<file path="src/rtl/align_pkg.sv">
package align_pkg;

    typedef enum logic [2:0] {
        OP_SCALAR = 3'd0,
        OP_FLOAT  = 3'd1,
        OP_MULTI  = 3'd2,
        OP_STRING = 3'd3,
        OP_RESV   = 3'd4
    } op_class_e;

    typedef enum logic [1:0] {
        SZ_BYTE   = 2'd0,
        SZ_HALF   = 2'd1,
        SZ_WORD   = 2'd2,
        SZ_DOUBLE = 2'd3
    } acc_size_e;

    localparam int unsigned INSTR_W     = 32;
    localparam int unsigned SYN_W       = 32;
    localparam int unsigned LOWBITS_W   = 3;
    localparam logic [5:0]  OPC_INDEXED = 6'd31;

    // Syndrome fields, listed from MSB to LSB.
    typedef struct packed {
        logic [14:0] zeros;   // syndrome bits 0..14
        logic [1:0]  ext_lo;  // syndrome bits 15..16
        logic        upd;     // syndrome bit 17
        logic [3:0]  kind;    // syndrome bits 18..21
        logic [9:0]  regs;    // syndrome bits 22..31
    } syndrome_t;

    // Mask of the address bits that must be zero for natural alignment.
    function automatic logic [LOWBITS_W-1:0] natural_mask(input logic [1:0] sz);
        case (sz)
            SZ_BYTE: natural_mask = 3'b000;
            SZ_HALF: natural_mask = 3'b001;
            SZ_WORD: natural_mask = 3'b011;
            default: natural_mask = 3'b111;
        endcase
    endfunction

    // Instruction bit j in MSB-first numbering.
    function automatic logic ibit(input logic [INSTR_W-1:0] w, input int unsigned j);
        ibit = w[INSTR_W-1-j];
    endfunction

endpackage

</file>
<file path="src/rtl/align_rule_check.sv">
module align_rule_check
    import align_pkg::*;
(
    input  logic [2:0]           op_class,
    input  logic [LOWBITS_W-1:0] addr_lo,
    input  logic [1:0]           size,
    input  logic                 le_mode,
    output logic                 fault
);
    logic word_mis;
    logic nat_mis;

    assign word_mis = |addr_lo[1:0];
    assign nat_mis  = |(addr_lo & natural_mask(size));

    always_comb begin
        case (op_class)
            OP_FLOAT:  fault = word_mis;
            OP_MULTI:  fault = word_mis | le_mode;
            OP_STRING: fault = le_mode;
            OP_RESV:   fault = word_mis;
            OP_SCALAR: fault = le_mode & nat_mis;
            default:   fault = 1'b0;
        endcase
    end

    always_comb begin
        assert_be_scalar_clean_R4: assert (!(op_class == OP_SCALAR && !le_mode) || !fault);
        assert_unused_class_R6:    assert (!(op_class > OP_RESV) || !fault);
    end
endmodule

</file>
<file path="src/rtl/align_syn_build.sv">
module align_syn_build
    import align_pkg::*;
(
    input  logic [INSTR_W-1:0] instr,
    output logic               indexed,
    output syndrome_t          syn
);
    localparam int unsigned REG_FIRST_BIT = 6;
    localparam int unsigned REG_COUNT     = 10;

    logic [5:0] opcode;
    logic       unused_bits;

    assign opcode      = instr[INSTR_W-1 -: 6];
    assign indexed     = (opcode == OPC_INDEXED);
    assign unused_bits = ^{instr[5:3], instr[0]};

    logic [REG_COUNT-1:0] reg_field;

    // Copy instruction bits 6..15 into syndrome bits 22..31, one bit at a time.
    for (genvar k = 0; k < REG_COUNT; k++) begin : g_regs
        assign reg_field[REG_COUNT-1-k] = ibit(instr, REG_FIRST_BIT + k);
    end

    always_comb begin
        syn.zeros = '0;
        syn.regs  = reg_field;
        if (indexed) begin
            syn.ext_lo = {ibit(instr, 29), ibit(instr, 30)};
            syn.upd    = ibit(instr, 25);
            syn.kind   = {ibit(instr, 21), ibit(instr, 22), ibit(instr, 23), ibit(instr, 24)};
        end else begin
            syn.ext_lo = 2'b00;
            syn.upd    = ibit(instr, 5);
            syn.kind   = {ibit(instr, 1), ibit(instr, 2), ibit(instr, 3), ibit(instr, 4)};
        end
    end

    always_comb begin
        assert_disp_ext_zero_R11: assert (indexed || syn.ext_lo == 2'b00);
    end
endmodule

</file>
<file path="src/rtl/align_capture.sv">
module align_capture
    import align_pkg::*;
#(
    parameter int unsigned AW = 32
) (
    input  logic          clk,
    input  logic          rst,
    input  logic          fire,
    input  syndrome_t     syn_in,
    input  logic [AW-1:0] addr_in,
    output logic          exc_req,
    output logic [SYN_W-1:0] syn_q,
    output logic [AW-1:0] addr_q
);
    always_ff @(posedge clk) begin
        if (rst) begin
            exc_req <= 1'b0;
            syn_q   <= '0;
            addr_q  <= '0;
        end else begin
            exc_req <= fire;
            if (fire) begin
                syn_q  <= syn_in;
                addr_q <= addr_in;
            end
        end
    end

    assert_hold_when_idle_R13: assert property (@(posedge clk) disable iff (rst)
        !exc_req |-> ($stable(syn_q) && $stable(addr_q)));
    assert_addr_capture_R12: assert property (@(posedge clk) disable iff (rst)
        exc_req |-> (addr_q == $past(addr_in)));
    assert_upper_zero_R9: assert property (@(posedge clk) disable iff (rst)
        syn_q[SYN_W-1:17] == '0);
endmodule

</file>
<file path="src/rtl/align_exc_unit.sv">
module align_exc_unit
    import align_pkg::*;
#(
    parameter int unsigned AW = 32
) (
    input  logic                clk,
    input  logic                rst,
    input  logic                acc_valid_i,
    input  logic [2:0]          op_class_i,
    input  logic [AW-1:0]       eff_addr_i,
    input  logic [1:0]          acc_size_i,
    input  logic                le_mode_i,
    input  logic [INSTR_W-1:0]  instr_i,
    output logic                exc_req_o,
    output logic [SYN_W-1:0]    syndrome_o,
    output logic [AW-1:0]       fault_addr_o
);
    logic      rule_fault;
    logic      fire;
    logic      is_indexed;
    syndrome_t syn_now;
    logic      unused_idx;

    align_rule_check u_rule (
        .op_class (op_class_i),
        .addr_lo  (eff_addr_i[LOWBITS_W-1:0]),
        .size     (acc_size_i),
        .le_mode  (le_mode_i),
        .fault    (rule_fault)
    );

    align_syn_build u_syn (
        .instr   (instr_i),
        .indexed (is_indexed),
        .syn     (syn_now)
    );

    assign unused_idx = is_indexed;
    assign fire       = acc_valid_i & rule_fault;

    align_capture #(.AW(AW)) u_cap (
        .clk     (clk),
        .rst     (rst),
        .fire    (fire),
        .syn_in  (syn_now),
        .addr_in (eff_addr_i),
        .exc_req (exc_req_o),
        .syn_q   (syndrome_o),
        .addr_q  (fault_addr_o)
    );

    assert_needs_valid_R7: assert property (@(posedge clk) disable iff (rst)
        exc_req_o |-> $past(acc_valid_i));
    assert_float_mis_R1: assert property (@(posedge clk) disable iff (rst)
        (acc_valid_i && op_class_i == OP_FLOAT && eff_addr_i[1:0] != 2'b00) |=> exc_req_o);
    assert_string_le_R5: assert property (@(posedge clk) disable iff (rst)
        (acc_valid_i && op_class_i == OP_STRING && le_mode_i) |=> exc_req_o);
    assert_no_fault_no_req_R8: assert property (@(posedge clk) disable iff (rst)
        !acc_valid_i |=> !exc_req_o);
endmodule

</file>
<file path="config.mk">
export PLATFORM = sky130hd
export DESIGN_NAME = align_exc_unit
export DESIGN_NICKNAME = d
export VERILOG_FILES = /design/src/rtl/align_pkg.sv /design/src/rtl/align_rule_check.sv /design/src/rtl/align_syn_build.sv /design/src/rtl/align_capture.sv /design/src/rtl/align_exc_unit.sv
export SDC_FILE = /design/constraint.sdc
export NUM_CORES = 1
export LEC_CHECK = 0
export ABC_AREA = 1
export CORE_MARGIN = 3
export CORE_UTILIZATION = 35
export DETAILED_ROUTE_END_ITERATION = 10
export PLACE_DENSITY = 0.84
export SYNTH_ARGS = -nofsm -noshare
export SYNTH_HDL_FRONTEND = slang
export SYNTH_SLANG_ARGS = --single-unit
</file>
<file path="constraint.sdc">
create_clock -name clk -period 1.2 [get_ports clk]
set_input_delay 0.36 -clock clk [delete_from_list [all_inputs] [get_ports clk]]
set_output_delay 0.36 -clock clk [all_outputs]
set_load 0.02 [all_outputs]
</file>
==> results.sh, run 1 <==
export IMPL_core_um2=6490
export IMPL_dpl_cell_area_um2=3900
export IMPL_gp_congestion=0.765
export IMPL_layout_drive_gt1_share_pct=40.4
export IMPL_die_x_um=89
export IMPL_synth_yosys_warnings=0
export IMPL_path_common_cell="buf_12"
export IMPL_cts_sinks=50
export IMPL_r2r_cells=3
export IMPL_placed_cells=531
export IMPL_synthCells=332
export IMPL_r2r_slack_ns=0.50
export IMPL_setup_viol=49
export IMPL_synthFlopType="dfxtp_1"
export IMPL_synth_edff_count=0
export IMPL_vdd_drop_max_mv=0.626
export IMPL_drv_slew=0
export IMPL_cap_viol_max_count=0
export IMPL_fin_crit_sh_pct=110
export IMPL_finalNonFillerCells=555
export IMPL_cp_buffers_inverters=5
export IMPL_synthArstFlopShare_pct=0
export IMPL_syn_avg_cell_area_um2=7.26
export IMPL_synth_cell_type_count=19
export IMPL_total_leakage_power_nw=2.00
export IMPL_clock_root_buffer="clkbuf_8"
export IMPL_grt_pass1_wl_mm=11.7
export IMPL_fin_util_pct=66.8
export IMPL_fin_nets=551
export IMPL_path_cells="buf_2 > inv_6 > nor2_4 > nand2_1 > nand3_2 > nand2_4 > nand2_8 > buf_12 > buf_12 > buf_16 > a21oi_1 > nor2_2"
export IMPL_yosysTopAreaCell="dfxtp_1"
export IMPL_clockBufferDepth=2
export IMPL_power_mw=4.90
export IMPL_final_area_um2=4340
export IMPL_grt_setup_unrepaired="yes"
export IMPL_grt_pass1_vias=2394
export IMPL_critical_path_class="in -> reg"
export IMPL_dieArea_um2=7920
export IMPL_worstPathMaxFanout=7
export IMPL_wire_per_inst_um=14.2
export IMPL_drcViolationCount=0
export IMPL_cp_data_arrival_time_ns=1.51
export IMPL_initialDrtViolationCount=103
export IMPL_synth_most_common_cell="nand2_1"
export IMPL_via_per_inst=4.77
export IMPL_hp_class="in -> reg"
export IMPL_hold_start="acc_valid_i"
export IMPL_drt_wl_total_mm=7.88
export IMPL_synth_common_cells="nand2_1, nor2_1, dfxtp_1"
export IMPL_io_pins=138
export IMPL_worst_slack_ns=-0.123
export IMPL_htree_levels=2
export IMPL_antenna_cells=0
export IMPL_r2r_end="u_cap.addr_q[28]$_SDFFE_PP0P_"
export IMPL_min_to="u_cap.exc_req$_SDFF_PP0_"
export IMPL_violations="negative setup slack"
export IMPL_cts_made_buffers=5
export IMPL_syn_to_final_growth_pct=80.1
export IMPL_ant_nets=0
export IMPL_crit_path_end_kind="flip-flop"
export IMPL_antenna_found_initial=0
export IMPL_max_freq_ghz=0.756
export IMPL_holdWs_ns=0.385
export IMPL_synth_top_cells_by_area="dfxtp_1, nand3b_1, nand2_1, a21oi_1, nor2_1"
export IMPL_die_h_um=89
export IMPL_critical_path_slowest_cell="a21oi_1"
export IMPL_synth_seq_area_share_pct=41.5
export IMPL_cp_slowest_stage_delay_ns=0.16
export IMPL_numPortBuffers=113
export IMPL_crit_path_start_kind="input port"
export IMPL_holdPathStages=3
export IMPL_status="complete, but fails checks"
export IMPL_yosys_area_top_type_share_pct=41.5
export IMPL_grt_overflow=0
export IMPL_insertion_delay_ns=0.29
export IMPL_path_depth=12
export IMPL_path_clk_slew_ns=0.09
export IMPL_cts_hold_buf=0
export IMPL_final_hold_viol_count=0
export IMPL_grt_usage_pct=18.9
export IMPL_cts_tree="yes"
export IMPL_critPathRequiredTime_ns=1.39
export IMPL_cpLargestDelayFamily="buffers and inverters"
export IMPL_grt_max_degree=51
export IMPL_fin_skew_ns=0
export IMPL_yosys_register_bits=50
export IMPL_netlist_area_um2=2410
export IMPL_period_needed_ns=1.32
export IMPL_rows=29
export IMPL_r2r_start="u_cap.addr_q[28]$_SDFFE_PP0P_"
export IMPL_start_util_pct=37.1
export IMPL_power_per_cell_area_nw_per_um2=1130
export IMPL_firstDrtPassIters=4
export IMPL_vias=2647
export IMPL_dp_hpwl_mm=5.07
timing repair:
item	in CTS	in global routing
pin swaps	16	14
resized for setup	270	71
setup endpoints to repair	100	89
buffers inserted	9	1
gates cloned	5	3
flip-flops by register name, summed over array words and instances, names as in the netlist:
register / count
u_cap.exc_req: 1
u_cap.syn_q: 17
u_cap.addr_q: 32
through the flow:
stage | TNS [ns] | setup WS (ns)
finish | -2.13 | -0.123
global route | -5.65 | -0.192
CTS | -5.25 | -0.141
detailed placement | -40.11 | -0.757
global placement | -38.24 | -0.714
floorplan | -1.29 | -0.0434
placed cells by master (no fill, tap or decap), types with 3 or more instances in the layout:
master           count
buf_4               74
nand2_1             56
nor2_1              49
clkdlybuf4s50_1     48
nand3b_1            42
dfxtp_1             35
a21oi_2             29
a21oi_1             17
conb_1              15
dfxtp_2             15
buf_2               13
buf_12              11
inv_1               10
nand3_2              9
nand2_2              8
dlygate4sd2_1        7
nor2_2               6
clkbuf_8             6
buf_16               6
clkbuf_16            3
cell families (layout without fill, tap and decap cells):
kind of cell | after synthesis | in the layout | synth area share [%]
and+or+nand+nor | 177 | 177 | 35.0
other | 1 | 15 | 0.156
buffers and inverters | 55 | 187 | 13.0
AOI/OAI and AO/OA | 49 | 49 | 10.3
DFF | 50 | 50 | 41.5
power by group:
part / internal, mW / switching, mW
Combinational: 0.941 / 0.843
Sequential: 1.81 / 0.0832
Clock: 0.668 / 0.550
worst register-to-register path, delay by kind of cell, from the launching register on:
| family | cells | cell delay, ns |
|---|---|---|
| AND/OR/NAND/NOR | 1 | 0.06 |
| buffers and inverters | 1 | 0.13 |
| flip-flops | 1 | 0.32 |
| AO/OA/AOI/OAI | 1 | 0.10 |
layout make-up:
cell class | count | area, µm²
clock buffer | 6 | 82.6
fill | 549 | 2150
timing repair buffer | 165 | 1650
multi-input combinational | 241 | 1380
clock inverter | 1 | 30.0
inverter | 15 | 78.8
tap | 77 | 96.3
sequential | 50 | 1020
routing by layer:
layer | wire length, µm | vias up | global-route usage, %
li1 | - | 1334 | -
met1 | 3090 | 1214 | 22.0
met2 | 4200 | 90 | 35.2
met3 | 480 | 9 | 4.06
met5 | 0 | - | 0
met4 | 113 | 0 | 4.60
worst max path at each step:
| stage | start | endpoint | slack, ns |
|---|---|---|---|
| 3_5_place_dp | op_class_i[0] | u_cap.addr_q[27]$_SDFFE_PP0P_ | -0.76 |
| 5_1_grt | op_class_i[1] | u_cap.syn_q[1]$_SDFFE_PP0P_ | -0.19 |
| 2_1_floorplan | op_class_i[0] | u_cap.addr_q[10]$_SDFFE_PP0P_ | -0.04 |
| 6_report | le_mode_i | u_cap.syn_q[1]$_SDFFE_PP0P_ | -0.12 |
| 3_3_place_gp | op_class_i[0] | u_cap.addr_q[18]$_SDFFE_PP0P_ | -0.71 |
| 4_1_cts | op_class_i[0] | u_cap.addr_q[6]$_SDFFE_PP0P_ | -0.14 |
Note: power is estimated with default switching activity, not from simulation.
==> run 2: changes to the inputs <==
--- a/config.mk
+++ b/config.mk
@@ -6,6 +6,7 @@
 export NUM_CORES = 1
 export LEC_CHECK = 0
 export ABC_AREA = 1
+export CORE_ASPECT_RATIO = 0.7
 export CORE_MARGIN = 3
 export CORE_UTILIZATION = 35
 export DETAILED_ROUTE_END_ITERATION = 10
==> run 2 against run 1 <==
- the flow still finishes with violations (negative setup slack)
- core utilization up 0.96 points
- fmax decreased by 2.4%
- power decreased by 4.4%
- critical path type unchanged
- critical endpoint is now u_cap.addr_q[23]$_SDFFE_PP0P_
- largest cell class unchanged
- largest power group unchanged
==> results.sh, run 2 (synthesized netlist as in run 1, its figures left out) <==
export IMPL_final_cell_mix="buf_4, nand2_1, nor2_1"
export IMPL_clockPowerShare_pct=20.4
export IMPL_syn_to_final_growth_pct=81.6
export IMPL_finalNonFillerCells=570
export IMPL_fin_skew_ns=0
export IMPL_ant_nets=0
export IMPL_worst_slack_ns=-0.155
export IMPL_cts_tree="yes"
export IMPL_cp_data_arrival_time_ns=1.55
export IMPL_via_per_inst=4.72
export IMPL_io_pins=138
export IMPL_period_needed_ns=1.35
export IMPL_final_hold_viol_count=0
export IMPL_grt_max_degree=38
export IMPL_combinationalPowerShare_pct=39.0
export IMPL_power_frac_seq_pct=40.6
export IMPL_largest_registers="u_cap.addr_q (32), u_cap.syn_q (17), u_cap.exc_req (1)"
export IMPL_fin_crit_sh_pct=113
export IMPL_total_leakage_power_nw=2.03
export IMPL_crit_path_start_kind="input port"
export IMPL_regMostFlops="u_cap.addr_q"
export IMPL_drcViolationCount=0
export IMPL_core_um2=6460
export IMPL_largest_reg_flops=32
export IMPL_insertion_delay_ns=0.30
export IMPL_switching_share_pct=32.1
export IMPL_crit_path_end_kind="flip-flop"
export IMPL_htree_levels=2
export IMPL_worstPathMaxFanout=5
export IMPL_internal_power_mw=3.18
export IMPL_path_clk_slew_ns=0.09
export IMPL_antenna_cells=0
export IMPL_cap_viol_max_count=0
export IMPL_clock_root_buffer="clkbuf_8"
export IMPL_die_h_um=75.4
export IMPL_place_ws_ns=-0.788
export IMPL_hp_class="in -> reg"
export IMPL_grt_setup_unrepaired="yes"
export IMPL_dp_hpwl_mm=5.11
export IMPL_final_common_cell="buf_4"
export IMPL_power_per_cell_area_nw_per_um2=1070
export IMPL_cts_sinks=50
export IMPL_start_util_pct=37.3
export IMPL_fin_nets=552
export IMPL_grt_usage_pct=19.6
export IMPL_status="complete, but fails checks"
export IMPL_setup_viol=46
export IMPL_violations="negative setup slack"
export IMPL_clockBufferDepth=2
export IMPL_drv_slew=0
export IMPL_vias=2688
export IMPL_numPortBuffers=113
export IMPL_layout_drive_gt1_share_pct=40.1
export IMPL_placed_cells=542
export IMPL_grt_pass1_wl_mm=12.4
export IMPL_dieArea_um2=7940
export IMPL_critPathRequiredTime_ns=1.39
export IMPL_firstDrtPassIters=7
export IMPL_cts_hold_buf=0
export IMPL_initialDrtViolationCount=67
export IMPL_grt_pass1_vias=2540
export IMPL_rows=24
export IMPL_num_fill_cells=524
export IMPL_die_x_um=105
export IMPL_wire_per_inst_um=14.7
export IMPL_drt_wl_total_mm=8.38
export IMPL_grt_overflow=0
export IMPL_critical_path_class="in -> reg"
export IMPL_max_freq_ghz=0.738
export IMPL_gp_congestion=0.773
export IMPL_fin_util_pct=67.8
export IMPL_vdd_drop_max_mv=0.575
export IMPL_switchingPower_mw=1.50
export IMPL_cts_made_buffers=5
export IMPL_antenna_found_initial=0
## run 2: cell types whose count changed in the layout (fill, tap and decap cells not counted), moves of 4 or more
cell / change
buf_2: +4
buf_6: +7
dlymetal6s2s_1: +4
buf_4: -12
dlygate4sd2_1: -6
## run 2: final timing paths
path,start,end,slack (ns),cells after the start
min reg2reg,u_cap.addr_q[17]$_SDFFE_PP0P_,u_cap.addr_q[17]$_SDFFE_PP0P_,0.48,2
min,eff_addr_i[2],u_cap.addr_q[2]$_SDFFE_PP0P_,0.39,4
max,op_class_i[1],u_cap.addr_q[23]$_SDFFE_PP0P_,-0.15,13
max reg2reg,u_cap.addr_q[31]$_SDFFE_PP0P_,u_cap.addr_q[31]$_SDFFE_PP0P_,0.49,3
## run 2: per-layer routing
layer | wire length (µm) | part of all wire [%] | GRT usage (%) | vias up
met5 | 0 | 0 | 0 | -
met4 | 164 | 2.0 | 6.84 | 0
met3 | 380 | 4.5 | 3.30 | 17
met2 | 4430 | 53 | 37.4 | 95
met1 | 3410 | 41 | 22.7 | 1245
li1 | - | - | - | 1331
## run 2: stage by stage
| step | hold slack (ns) | total power, mW | instance area [µm²] | setup TNS (ns) |
|---|---|---|---|---|
| floorplan | 0.432 | 2.72 | 2590 | -1.29 |
| global placement | 0.460 | 3.34 | 3900 | -38.61 |
| detailed placement | 0.469 | 3.37 | 3900 | -41.15 |
| CTS | 0.410 | 4.55 | 4140 | -7.79 |
| global route | 0.445 | 4.91 | 4380 | -7.37 |
| finish | 0.395 | 4.68 | 4380 | -4.08 |
## run 2: area by class of cell
| type | instances | area, µm² | area share, % |
|---|---|---|---|
| repair buffers | 166 | 1710 | 39.1 |
| multi-input cells | 241 | 1370 | 31.3 |
| flip-flops and latches | 50 | 1020 | 23.4 |
| well taps | 91 | 114 | 2.60 |
| inverters | 15 | 78.8 | 1.80 |
| clock buffers | 6 | 72.6 | 1.66 |
| clock inverters | 1 | 7.51 | 0.171 |
## run 2: worst max-delay path, stage by stage
cell and delay (ns):
buf_4 0.13, inv_6 0.05, nand2_2 0.05, nand3_2 0.06
nand3_2 0.06, nand2_2 0.08, nand2_4 0.06, buf_12 0.12
buf_8 0.11, buf_12 0.12, buf_16 0.13, a21oi_2 0.14
nor2_1 0.06
## run 2: what timing repair did
action	in CTS	in global routing
pin swaps	19	29
gates cloned	7	4
resized for setup	271	83
setup buffers	13	1
setup endpoints to repair	100	84
## run 2: power by group through the flow
stage	registers (mW)	clock network (mW)	logic (mW)
final	1.90	0.954	1.83
after global routing	1.92	1.04	1.95
after CTS	1.89	0.976	1.69
after detailed placement	1.92	0	1.45
after global placement	1.91	0	1.43
after floorplan	2.09	0	0.630
